[src/rtl/rtc_cal_pkg.sv]
package rtc_cal_pkg;
  timeunit 1ns;
  timeprecision 1ps;

  localparam int NFIELD = 8;

  // field index inside the counter vector; window offset is index + 1
  localparam int F_SEC   = 0;
  localparam int F_MIN   = 1;
  localparam int F_HOUR  = 2;
  localparam int F_WDAY  = 3;
  localparam int F_DATE  = 4;
  localparam int F_MONTH = 5;
  localparam int F_YEAR  = 6;
  localparam int F_CENT  = 7;

  localparam logic [3:0] OFF_CTRL = 4'd0;

  typedef logic [NFIELD-1:0][7:0] field_vec_t;

  // century 20, year 00, month 01, date 01, weekday 01, 00:00:00
  localparam field_vec_t FIELD_RESET =
    {8'h20, 8'h00, 8'h01, 8'h01, 8'h01, 8'h00, 8'h00, 8'h00};

  // one BCD step, caller handles the wrap value
  function automatic logic [7:0] bcd_inc(input logic [7:0] v);
    if (v[3:0] >= 4'd9) bcd_inc = {v[7:4] + 4'd1, 4'd0};
    else                bcd_inc = {v[7:4], v[3:0] + 4'd1};
  endfunction

  // multiple of four in binary terms, valid through the 2099 horizon
  function automatic logic is_leap(input logic [7:0] y);
    logic [7:0] b;
    b = ({4'd0, y[7:4]} * 8'd10) + {4'd0, y[3:0]};
    is_leap = ((b & 8'h03) == 8'h00);
  endfunction

  function automatic logic [7:0] month_last(input logic [7:0] m, input logic [7:0] y);
    case (m)
      8'h02:                      month_last = is_leap(y) ? 8'h29 : 8'h28;
      8'h04, 8'h06, 8'h09, 8'h11: month_last = 8'h30;
      default:                    month_last = 8'h31;
    endcase
  endfunction
endpackage

[src/rtl/rtc_divider.sv]
module rtc_divider #(
  parameter int PRE_BITS = 15
) (
  input  logic clk,
  input  logic rst_n,
  input  logic tb_tick,
  input  logic halt,
  input  logic clear,
  output logic sec_pulse,
  output logic sq_out
);
  timeunit 1ns;
  timeprecision 1ps;

  localparam int TAP = (PRE_BITS >= 10) ? PRE_BITS - 10 : 0;
  localparam logic [PRE_BITS-1:0] LAST = '1;
  localparam logic [PRE_BITS-1:0] ONE  = PRE_BITS'(1);

  logic [PRE_BITS-1:0] cnt;
  logic step;

  assign step      = tb_tick && !halt && !clear;
  assign sec_pulse = step && (cnt == LAST);
  assign sq_out    = cnt[TAP];

  always_ff @(posedge clk or negedge rst_n) begin
    if (!rst_n)     cnt <= '0;
    else if (clear) cnt <= '0;
    else if (step)  cnt <= cnt + ONE;
  end

  // a stopped divider does not move unless a load clears it
  p_halt_hold_r11: assert property (@(posedge clk) disable iff (!rst_n)
    (halt && !clear) |=> $stable(cnt));

  // a load pulse leaves the divider at zero
  p_clear_zero_r10: assert property (@(posedge clk) disable iff (!rst_n)
    clear |=> (cnt == '0) && !sq_out);
endmodule

[src/rtl/rtc_chain.sv]
module rtc_chain
  import rtc_cal_pkg::*;
(
  input  logic                clk,
  input  logic                rst_n,
  input  logic                sec_pulse,
  input  logic                load,
  input  logic [NFIELD-1:0]   load_mask,
  input  field_vec_t          load_val,
  output field_vec_t          live
);
  timeunit 1ns;
  timeprecision 1ps;

  field_vec_t f, nxt;
  logic w_sec, w_min, w_hr, w_date, w_mon, w_yr;
  logic day_roll, year_roll;

  always_comb begin
    w_sec  = (f[F_SEC] == 8'h59);
    w_min  = w_sec && (f[F_MIN] == 8'h59);
    w_hr   = w_min && (f[F_HOUR] == 8'h23);
    w_date = w_hr && (f[F_DATE] == month_last(f[F_MONTH], f[F_YEAR]));
    w_mon  = w_date && (f[F_MONTH] == 8'h12);
    w_yr   = w_mon && (f[F_YEAR] == 8'h99);

    nxt = f;
    nxt[F_SEC] = w_sec ? 8'h00 : bcd_inc(f[F_SEC]);
    if (w_sec) nxt[F_MIN]  = w_min ? 8'h00 : bcd_inc(f[F_MIN]);
    if (w_min) nxt[F_HOUR] = w_hr ? 8'h00 : bcd_inc(f[F_HOUR]);
    if (w_hr) begin
      nxt[F_WDAY] = (f[F_WDAY] == 8'h07) ? 8'h01 : bcd_inc(f[F_WDAY]);
      nxt[F_DATE] = w_date ? 8'h01 : bcd_inc(f[F_DATE]);
    end
    if (w_date) nxt[F_MONTH] = w_mon ? 8'h01 : bcd_inc(f[F_MONTH]);
    if (w_mon)  nxt[F_YEAR]  = w_yr ? 8'h00 : bcd_inc(f[F_YEAR]);
    if (w_yr)   nxt[F_CENT]  = (f[F_CENT] == 8'h99) ? 8'h00 : bcd_inc(f[F_CENT]);
  end

  assign day_roll  = sec_pulse && w_hr;
  assign year_roll = sec_pulse && w_yr;

  always_ff @(posedge clk or negedge rst_n) begin
    if (!rst_n) begin
      f <= FIELD_RESET;
    end else if (load) begin
      for (int i = 0; i < NFIELD; i++)
        if (load_mask[i]) f[i] <= load_val[i];
    end else if (sec_pulse) begin
      f <= nxt;
    end
  end

  assign live = f;

  // no pulse and no load means the time stands still
  p_idle_hold_r4: assert property (@(posedge clk) disable iff (!rst_n)
    (!sec_pulse && !load) |=> $stable(f));

  // seconds at 59 come back to 00 on the next advance
  p_sec_wrap_r5: assert property (@(posedge clk) disable iff (!rst_n)
    (sec_pulse && !load && f[F_SEC] == 8'h59) |=> (f[F_SEC] == 8'h00));

  // weekday 7 is followed by weekday 1
  p_wday_wrap_r6: assert property (@(posedge clk) disable iff (!rst_n)
    (day_roll && !load && f[F_WDAY] == 8'h07) |=> (f[F_WDAY] == 8'h01));

  // the 28th of February in a common year goes to the 1st of March
  p_feb_common_r7: assert property (@(posedge clk) disable iff (!rst_n)
    (day_roll && !load && f[F_MONTH] == 8'h02 && f[F_DATE] == 8'h28 && !is_leap(f[F_YEAR]))
    |=> (f[F_DATE] == 8'h01 && f[F_MONTH] == 8'h03));

  // the end of year 99 moves the century on
  p_cent_step_r8: assert property (@(posedge clk) disable iff (!rst_n)
    (year_roll && !load) |=> (f[F_YEAR] == 8'h00 && f[F_CENT] != $past(f[F_CENT])));
endmodule

[src/rtl/rtc_regwin.sv]
module rtc_regwin
  import rtc_cal_pkg::*;
#(
  parameter int AW = 15
) (
  input  logic              clk,
  input  logic              rst_n,
  input  logic              ce_n,
  input  logic              we_n,
  input  logic              oe_n,
  input  logic [AW-1:0]     addr,
  input  logic [7:0]        wdata,
  input  field_vec_t        live,
  input  logic              load_stb,
  output logic [7:0]        rdata,
  output logic              rd_en,
  output logic              mem_sel,
  output logic              freeze,
  output logic              halt,
  output field_vec_t        shadow,
  output logic [NFIELD-1:0] pend
);
  timeunit 1ns;
  timeprecision 1ps;

  logic       hit, wr, refresh;
  logic [3:0] off;
  logic [1:0] ctl;
  logic [7:0] rsel;

  assign hit     = &addr[AW-1:4];
  assign off     = addr[3:0];
  assign wr      = !ce_n && !we_n && hit;
  assign rd_en   = !ce_n && !oe_n && we_n && hit;
  assign mem_sel = !ce_n && !hit;
  assign freeze  = ctl[0];
  assign halt    = ctl[1];
  assign refresh = !freeze && (pend == '0);

  always_ff @(posedge clk or negedge rst_n) begin
    if (!rst_n) begin
      ctl    <= '0;
      shadow <= FIELD_RESET;
      pend   <= '0;
    end else begin
      if (wr && off == OFF_CTRL) ctl <= wdata[1:0];
      for (int i = 0; i < NFIELD; i++) begin
        if (wr && off == 4'(i + 1)) begin
          shadow[i] <= wdata;
          pend[i]   <= 1'b1;
        end else begin
          if (refresh)  shadow[i] <= live[i];
          if (load_stb) pend[i]   <= 1'b0;
        end
      end
    end
  end

  always_comb begin
    rsel = 8'h00;
    if (off == OFF_CTRL) rsel = {6'd0, ctl};
    for (int i = 0; i < NFIELD; i++)
      if (off == 4'(i + 1)) rsel = shadow[i];
  end

  assign rdata = rd_en ? rsel : 8'h00;

  // a frozen copy changes only through a host write
  p_freeze_hold_r9: assert property (@(posedge clk) disable iff (!rst_n)
    (freeze && !wr) |=> $stable(shadow));

  // a load pulse retires every pending write
  p_pend_retire_r10: assert property (@(posedge clk) disable iff (!rst_n)
    (load_stb && !wr) |=> (pend == '0));

  // window reads and memory selects never coincide with an idle bus
  p_idle_bus_r1: assert property (@(posedge clk) disable iff (!rst_n)
    ce_n |-> (!rd_en && !mem_sel && rdata == 8'h00));
endmodule

[src/rtl/rtc_bcd_calendar.sv]
module rtc_bcd_calendar
  import rtc_cal_pkg::*;
#(
  parameter int AW       = 15,
  parameter int PRE_BITS = 15
) (
  input  logic          clk,
  input  logic          rst_n,
  input  logic          osc_tick,
  input  logic          ce_n,
  input  logic          we_n,
  input  logic          oe_n,
  input  logic [AW-1:0] addr,
  input  logic [7:0]    wdata,
  output logic [7:0]    rdata,
  output logic          rd_en,
  output logic          mem_sel,
  output logic          sq512
);
  timeunit 1ns;
  timeprecision 1ps;

  field_vec_t        live, shadow;
  logic [NFIELD-1:0] pend;
  logic              freeze, halt, load_stb, sec_pulse;

  // commit point for host writes: the first timebase pulse after them
  assign load_stb = osc_tick && (pend != '0);

  rtc_regwin #(.AW(AW)) u_win (
    .clk(clk), .rst_n(rst_n), .ce_n(ce_n), .we_n(we_n), .oe_n(oe_n),
    .addr(addr), .wdata(wdata), .live(live), .load_stb(load_stb),
    .rdata(rdata), .rd_en(rd_en), .mem_sel(mem_sel),
    .freeze(freeze), .halt(halt), .shadow(shadow), .pend(pend)
  );

  rtc_divider #(.PRE_BITS(PRE_BITS)) u_div (
    .clk(clk), .rst_n(rst_n), .tb_tick(osc_tick), .halt(halt),
    .clear(load_stb), .sec_pulse(sec_pulse), .sq_out(sq512)
  );

  rtc_chain u_chain (
    .clk(clk), .rst_n(rst_n), .sec_pulse(sec_pulse), .load(load_stb),
    .load_mask(pend), .load_val(shadow), .live(live)
  );

  // a stopped oscillator yields no second advance
  p_stop_no_sec_r11: assert property (@(posedge clk) disable iff (!rst_n)
    halt |-> !sec_pulse);

  // a load tick never also counts a second
  p_load_excl_r10: assert property (@(posedge clk) disable iff (!rst_n)
    load_stb |-> !sec_pulse);
endmodule

[config.mk]
export PLATFORM = sky130hd
export DESIGN_NAME = rtc_bcd_calendar
export DESIGN_NICKNAME = d
export VERILOG_FILES = /design/src/rtl/rtc_cal_pkg.sv /design/src/rtl/rtc_divider.sv /design/src/rtl/rtc_chain.sv /design/src/rtl/rtc_regwin.sv /design/src/rtl/rtc_bcd_calendar.sv
export SDC_FILE = /design/constraint.sdc
export NUM_CORES = 1
export LEC_CHECK = 0
export BUFFER_PORTS_ARGS = -buffer_cell sky130_fd_sc_hd__buf_2
export CAP_MARGIN = 30
export CORE_UTILIZATION = 40
export CTS_CLUSTER_SIZE = 40
export DETAILED_ROUTE_END_ITERATION = 16
export PLACE_DENSITY_LB_ADDON = 0.3
export SLEW_MARGIN = 0
export SYNTH_ARGS = -nofsm -noshare
export SYNTH_HDL_FRONTEND = slang
export SYNTH_SLANG_ARGS = --single-unit
export TNS_END_PERCENT = 100
[constraint.sdc]
create_clock -name clk -period 2.95 [get_ports clk]
set_clock_uncertainty 0.2 [all_clocks]
set_input_delay 0 -clock clk [delete_from_list [all_inputs] [get_ports clk]]
set_output_delay 0 -clock clk [all_outputs]
set_load 0.05 [all_outputs]
Yosys cells after proc, flatten, opt, wreduce, memory -nomap -nowiden --
Index checks and enable logic that the tools add are counted.
Storage, ports and cells: input bits 29, register bits 153, output and inout bits 11, word-level logic and storage cells 248
Operators by class: magnitude comparators 8, reduce and logical (&&, ||, !) cells 86, eq/ne operators 30, multiply operators 1, $add $sub $neg 18, multiplexer cells 71
Operator list (count):
- 8-bit 2-to-1 mux | 54
- 64-bit 2-to-1 mux | 2
- 4-bit by 1-bit adder with 4-bit output (second input constant) | 16
- 2-bit nonzero test | 24
- 4-bit greater-or-equal comparator (second input constant) | 8
- 15-bit 2-to-1 mux | 2
- 4-bit AND reduction | 7
- 1-bit logical AND | 25
- 8-bit by 3-bit equality test with 1-bit output (second input constant) | 3
- 3-bit AND reduction | 8
- 3-bit nonzero test | 8
- 4-bit by 3-bit equality test with 1-bit output (second input constant) | 4
- 8-bit by 5-bit equality test with 1-bit output (second input constant) | 2
- 8-bit by 7-bit equality test with 1-bit output (second input constant) | 2
- 8-bit equality test (second input constant) | 2
- 8-bit zero test | 2
- 16-bit 2-to-1 mux | 1
- 2-bit inequality test (second input constant) | 8
- 8-bit case mux with 2 select lines | 1
- 15-bit by 1-bit adder with 15-bit output (second input constant) | 1
- 15-bit equality test (second input constant) | 1
- 11-bit AND reduction | 1
- 1-bit 2-to-1 mux | 10
- 4-bit by 2-bit equality test with 1-bit output (second input constant) | 2
- other kinds (14) | 20

Longest topological paths before layout --
depth in word-level cells 13, depth in mapped cells 10, gate-level depth less buffers 9

Hierarchy --
From an unflattened synthesis, not the netlist that was laid out.
Unflattened totals: cell total of the unflattened synthesis 1009, area total of the unflattened synthesis 10089.7 um2
By module, submodules not included:
- rtc_chain | seq. area each 1606.5 um2, area each 4631.9 um2, instances 1, cells each 547
- rtc_regwin | seq. area each 1856.8 um2, area each 4604.4 um2, instances 1, cells each 374
- rtc_divider | seq. area each 375.4 um2, area each 833.3 um2, instances 1, cells each 85
- rtc_bcd_calendar | seq. area each 0.0 um2, area each 20.0 um2, instances 1, cells each 3

Least setup slack after synthesis --
Ideal clock, no wire load.
kind reg2reg, start register u_chain.f, in the netlist u_chain.live[40], end register u_chain.f, in the netlist u_chain.live[60], setup slack -0.046 ns, data required time 2.625 ns, setup time 0.125 ns, cell stages (with the launch flop) 11, arrival time 2.671 ns, clock period less this slack 2.996 ns, path buffers 1, cell sequence dfstp_2 -> inv_1 -> ha_1 -> nor2_1 -> o21ai_0 -> a32o_1 -> o21a_2 -> or4b_4 -> buf_6 -> o31a_4 -> mux2_4
On the way: word-level cells in the longest chain between the ends 9, elaborated cells between the ends (all ways) 14, classes of those cells eq/ne (7); mux (1); reduce/logical (6)
Ends and longest elaborated chain:
- start, declared | RTL line rtc_chain.sv:15 | field_vec_t f, nxt;
- start signal, assigned by index | RTL line rtc_chain.sv:48 | if (load_mask[i]) f[i] <= load_val[i];
- start signal, assigned | RTL line rtc_chain.sv:50 | f <= nxt;
- 8-bit by 3-bit equality test with 1-bit output (tied with other cells) | RTL line rtc_cal_pkg.sv:39 | case (m)
- 4-bit OR reduction | RTL line rtc_cal_pkg.sv:39
- 8-bit case mux with 2 select lines | RTL line rtc_cal_pkg.sv:39
- 8-bit equality test | RTL line rtc_chain.sv:23 | w_date = w_hr && (f[F_DATE] == month_last(f[F_MONTH], f[F_YEAR]));
- 1-bit logical AND | RTL line rtc_chain.sv:23
- 1-bit logical AND * | RTL line rtc_chain.sv:24 | w_mon = w_date && (f[F_MONTH] == 8'h12);
- 1-bit logical AND * | RTL line rtc_chain.sv:25 | w_yr = w_mon && (f[F_YEAR] == 8'h99);
- 2-bit nonzero test (no source line) *
- 4-bit AND reduction (no source line) *
Mark *: on every way between the ends. The rest lies on a longest branch, timed or not. A chain may end at the register's enable or synchronous reset.

Final worst setup path --
Same ends and word-level chain as after synthesis.

==> results.toml <==
[run_status]
run_status = "complete, but fails checks"
failing_checks = "setup timing"

[global_routing]
largest_net_degree_at_the_start_of_global_routing = 83
global_route.overflow_total = 0
grt_pass1_vias = 7887
wire_length_of_the_first_global_routing_pass_um = 43000
grt_use_total_pct = 23.37
number_of_antenna_violations_at_the_first_check_in_global_routing = 0

[worst_setup_path]
worst_r2r_endpoint = "u_chain.live[60]"
cp_data_arrival_time_ns = 3.07
worst_r2r_path_depth = 9
setup.worst_path.end_class = "flop"
critPathMaxFanout = 4
delay_of_the_slowest_cell_on_the_worst_path_ns = 0.56
cp_num_buf_inv = 1
timing.critical_path.cells = "inv_2 > ha_1 > nor2_1 > o21ai_0 > a32o_1 > o21a_2 > or4b_4 > o31a_4 > mux2_4"
worst_setup_path_start_kind = "flop"
cp_data_required_time_ns = 3.06
timing_worst_setup_path_type = "reg2reg"
crit_family = "compound AO/OA/AOI/OAI gates"
worst_path_max_delay_cell = "sky130_fd_sc_hd__or4b_4"
regToRegSetupSlack_ns = -0.02
r2r_start = "u_chain.live[40]"

[pwr]
max-vdd-ir-drop_mv = 0.3603
power_leakage_nw = 5.326
powerDensity_nw_per_um2 = 500.4

[floorplan]
num_rows = 55
initial_utilization_pct = 41.04
total_die_area_um2 = 24060
pin_count = 40
floorplan.die.width_um = 155.1
dieHeight_um = 155.1
coreArea_um2 = 22850

[drt]
routed_wirelength_um = 27150
drt_pre_antenna_iters = 5
post_drt_wl_per_cell_um = 18.75
detail_route.vias_per_cell = 5.618
route.antenna.remaining_nets = 0
initialDrtViolationCount = 677
vias = 8135
drc_violation_count_after_routing = 0

[synth]
mappedNetlistArea_um2 = 9376
post_synth_top_area_cell = "sky130_fd_sc_hd__dfrtp_1"
post_synth_fa_ha_maj_area_fraction_pct = 5.604
synthSimpleGateAreaFrac_pct = 17.89
netlist_instances = 1043
post-synth-top-area-fraction_pct = 38.70
synth.net_count = 1114
synthArstFlopShare_pct = 100.0
synth_seq_area_share_pct = 40.94
synth-main-ff-cell = "sky130_fd_sc_hd__dfrtp_1"
yosys.area_share.xor_xnor_pct = 1.308
synth.mux.area_fraction_pct = 10.14
synth_compound_gate_area_share_pct = 19.38
ys_ff_latch = 153
dominant_combinational_cell_family_by_area_after_synthesis = "compound AO/OA/AOI/OAI gates"
ys_top_cells_by_area = "sky130_fd_sc_hd__dfrtp_1 39%, sky130_fd_sc_hd__mux2i_1 9.5%, sky130_fd_sc_hd__a21oi_1 6.8%, sky130_fd_sc_hd__ha_1 5.6%, sky130_fd_sc_hd__nor2_1 5.2%"
yosysUniqueCellTypes = 74
avgSynthCellArea_um2 = 8.990
synth_warnings = 0
synth-edff-count = 0

[clock_tree]
cts_root_buf = "sky130_fd_sc_hd__clkbuf_16"
max-clock-path-buffers = 2
clkTransAtPathRegs_ns = 0.07
cts_htree_levels = 4
cts_sinks = 153
numCtsBuffers = 17
clock_latency_ns = 0.43
tritoncts = "done"

[timing]
clock.fmax_mhz = 337.2
timing.final.setup_violations = 1
timing.final.ws_setup_ns = -0.01600
finalMaxSlewViolations = 0
relSlewSlack_pct = 46.30
post-route-period-util_pct = 100.5
final_layout_worst_hold_slack_ns = 0.05598
report.final.hold_viol_count = 0
period_needed_ns = 2.966
tightest_slew_ns = 0.8033
setup_repair_after_global_routing_missed_its_margin = "yes"

[place]
gpl.final_weighted_congestion = 0.9110
io_buffer_count = 39
placement.cell_area_um2 = 10250
post-dp-hpwl_um = 18930

[cells_and_area]
syn_to_final_growth_pct = 17.59
insertedDiodeCount = 0
finalNetCount = 1194
drive_gt1_share_pct = 15.15
fill_cells = 2233
stdcell_area_um2 = 11030

[worst_hold_path]
worst_min_delay_path_endpoint = "u_win.ctl[0]"
hold_class = "in2reg"
hold_path_startpoint = "addr[14]"
worstHoldPathCells = 5

[run]
maxCapViolations = 0
## cell type report
cell class / count / area (um^2) / share of cell area (%)
well taps: 313 / 391.6 / 3.552
repair buffers: 118 / 902.1 / 8.182
clock buffers: 18 / 429.2 / 3.892
flip-flops and latches: 153 / 3839 / 34.82
multi-input cells: 781 / 5139 / 46.61
inverters: 52 / 195.2 / 1.770
clock inverters: 13 / 130.1 / 1.180
## worst max path at each step
stage                          start               end  slack (ns)  cells past startpoint
floorplan           u_chain.live[40]  u_chain.live[60]       -0.02                     10
global placement     u_chain.live[9]  u_chain.live[60]        0.03                      9
detailed placement   u_chain.live[9]  u_chain.live[60]      0.0003                      9
CTS                  u_chain.live[9]  u_chain.live[60]       0.004                      9
global route        u_chain.live[40]  u_chain.live[60]       -0.06                      9
finish              u_chain.live[40]  u_chain.live[60]       -0.02                      9
## placed cells by master, fill, tap and decap left out, types with 8 or more instances in the layout
| cell | netlist | final |
|---|---|---|
| sky130_fd_sc_hd__o221ai_1 | 14 | 14 |
| sky130_fd_sc_hd__buf_4 | 2 | 59 |
| sky130_fd_sc_hd__dlygate4sd3_1 | 0 | 15 |
| sky130_fd_sc_hd__ha_1 | 42 | 40 |
| sky130_fd_sc_hd__clkbuf_16 | 0 | 17 |
| sky130_fd_sc_hd__nor2b_1 | 8 | 8 |
| sky130_fd_sc_hd__o21ai_0 | 55 | 55 |
| sky130_fd_sc_hd__inv_1 | 52 | 50 |
| sky130_fd_sc_hd__nand4_1 | 10 | 10 |
| sky130_fd_sc_hd__a22oi_1 | 14 | 14 |
| sky130_fd_sc_hd__and3_1 | 14 | 14 |
| sky130_fd_sc_hd__nand3_1 | 35 | 35 |
| sky130_fd_sc_hd__o31ai_1 | 9 | 9 |
| sky130_fd_sc_hd__nor2_1 | 130 | 129 |
| sky130_fd_sc_hd__nor3b_1 | 13 | 13 |
| sky130_fd_sc_hd__nor3_1 | 18 | 17 |
| sky130_fd_sc_hd__a21oi_1 | 128 | 128 |
| sky130_fd_sc_hd__buf_2 | 7 | 38 |
| sky130_fd_sc_hd__mux2i_1 | 89 | 89 |
| sky130_fd_sc_hd__dfstp_2 | 8 | 8 |
| sky130_fd_sc_hd__a22o_1 | 8 | 8 |
| sky130_fd_sc_hd__nand2_1 | 68 | 67 |
| sky130_fd_sc_hd__dfrtp_1 | 145 | 145 |
| sky130_fd_sc_hd__xor2_1 | 10 | 10 |
## timing repair
item	CTS	global route
resized for setup	1	6
cloned	0	0
buffers inserted	0	2
pin swaps	0	4
endpoints found under the hold margin	223	0
hold buffers	16	0
endpoints found under the setup margin	1	14
## kinds of logic after synthesis
family | after synthesis
compound gates | 292
xor+xnor | 14
fa+ha+maj | 42
buf+inv | 109
flops | 153
mux | 93
simple gates | 340
## registers in the layout, summed over array words and instances, names as in the netlist
| register | flops |
|---|---|
| u_win.ctl | 2 |
| u_chain.live | 64 |
| u_win.pend | 8 |
| u_win.shadow | 64 |
| u_div.cnt | 15 |
## power by group
group          switching (W)  internal, W
Sequential          0.000210      0.00229
Combinational       0.000482     0.000388
Clock               0.000910      0.00123
## worst reg2reg max path: stages, from the launching register on
cell                      delay (ns)
sky130_fd_sc_hd__dfstp_2        0.55
sky130_fd_sc_hd__inv_2          0.05
sky130_fd_sc_hd__ha_1           0.20
sky130_fd_sc_hd__nor2_1         0.10
sky130_fd_sc_hd__o21ai_0        0.09
sky130_fd_sc_hd__a32o_1         0.24
sky130_fd_sc_hd__o21a_2         0.23
sky130_fd_sc_hd__or4b_4         0.56
sky130_fd_sc_hd__o31a_4         0.32
sky130_fd_sc_hd__mux2_4         0.30
## cell usage after synthesis, types with 9 or more instances
cell type,instances
sky130_fd_sc_hd__clkbuf_1,32
sky130_fd_sc_hd__a21oi_1,128
sky130_fd_sc_hd__o221ai_1,14
sky130_fd_sc_hd__dfrtp_1,145
sky130_fd_sc_hd__o31ai_1,9
sky130_fd_sc_hd__and3_1,14
sky130_fd_sc_hd__xor2_1,10
sky130_fd_sc_hd__nand4_1,10
sky130_fd_sc_hd__ha_1,42
sky130_fd_sc_hd__nand3_1,35
sky130_fd_sc_hd__a22oi_1,14
sky130_fd_sc_hd__o21ai_0,55
sky130_fd_sc_hd__mux2i_1,89
sky130_fd_sc_hd__inv_1,52
sky130_fd_sc_hd__nand2_1,68
sky130_fd_sc_hd__nor3_1,18
sky130_fd_sc_hd__buf_1,11
sky130_fd_sc_hd__nor3b_1,13
sky130_fd_sc_hd__nor2_1,130
## layer usage
layer | wire (um) | part of all wire (%) | vias up | track usage (%)
li1 | - | - | 3935 | -
met1 | 12430 | 46 | 3957 | 31.29
met2 | 12670 | 47 | 214 | 37.99
met3 | 1614 | 5.9 | 29 | 5.432
met4 | 441 | 1.6 | 0 | 5.941
met5 | 0 | 0 | - | 0
## through the flow
stage	TNS (ns)	util, %	instances	setup slack, ns	total power (W)
floorplan	-0.01894	-	1043	-0.01894	0.003033
global placement	0	44.86	1399	0.03042	0.003349
detailed placement	0	44.86	1399	0.0003464	0.003368
CTS	0	48.10	1446	0.004216	0.005532
global route	-0.2260	48.26	1448	-0.06161	0.005780
finish	-0.01600	48.26	1448	-0.01600	0.005518
Power figures use the tool's default switching activity.
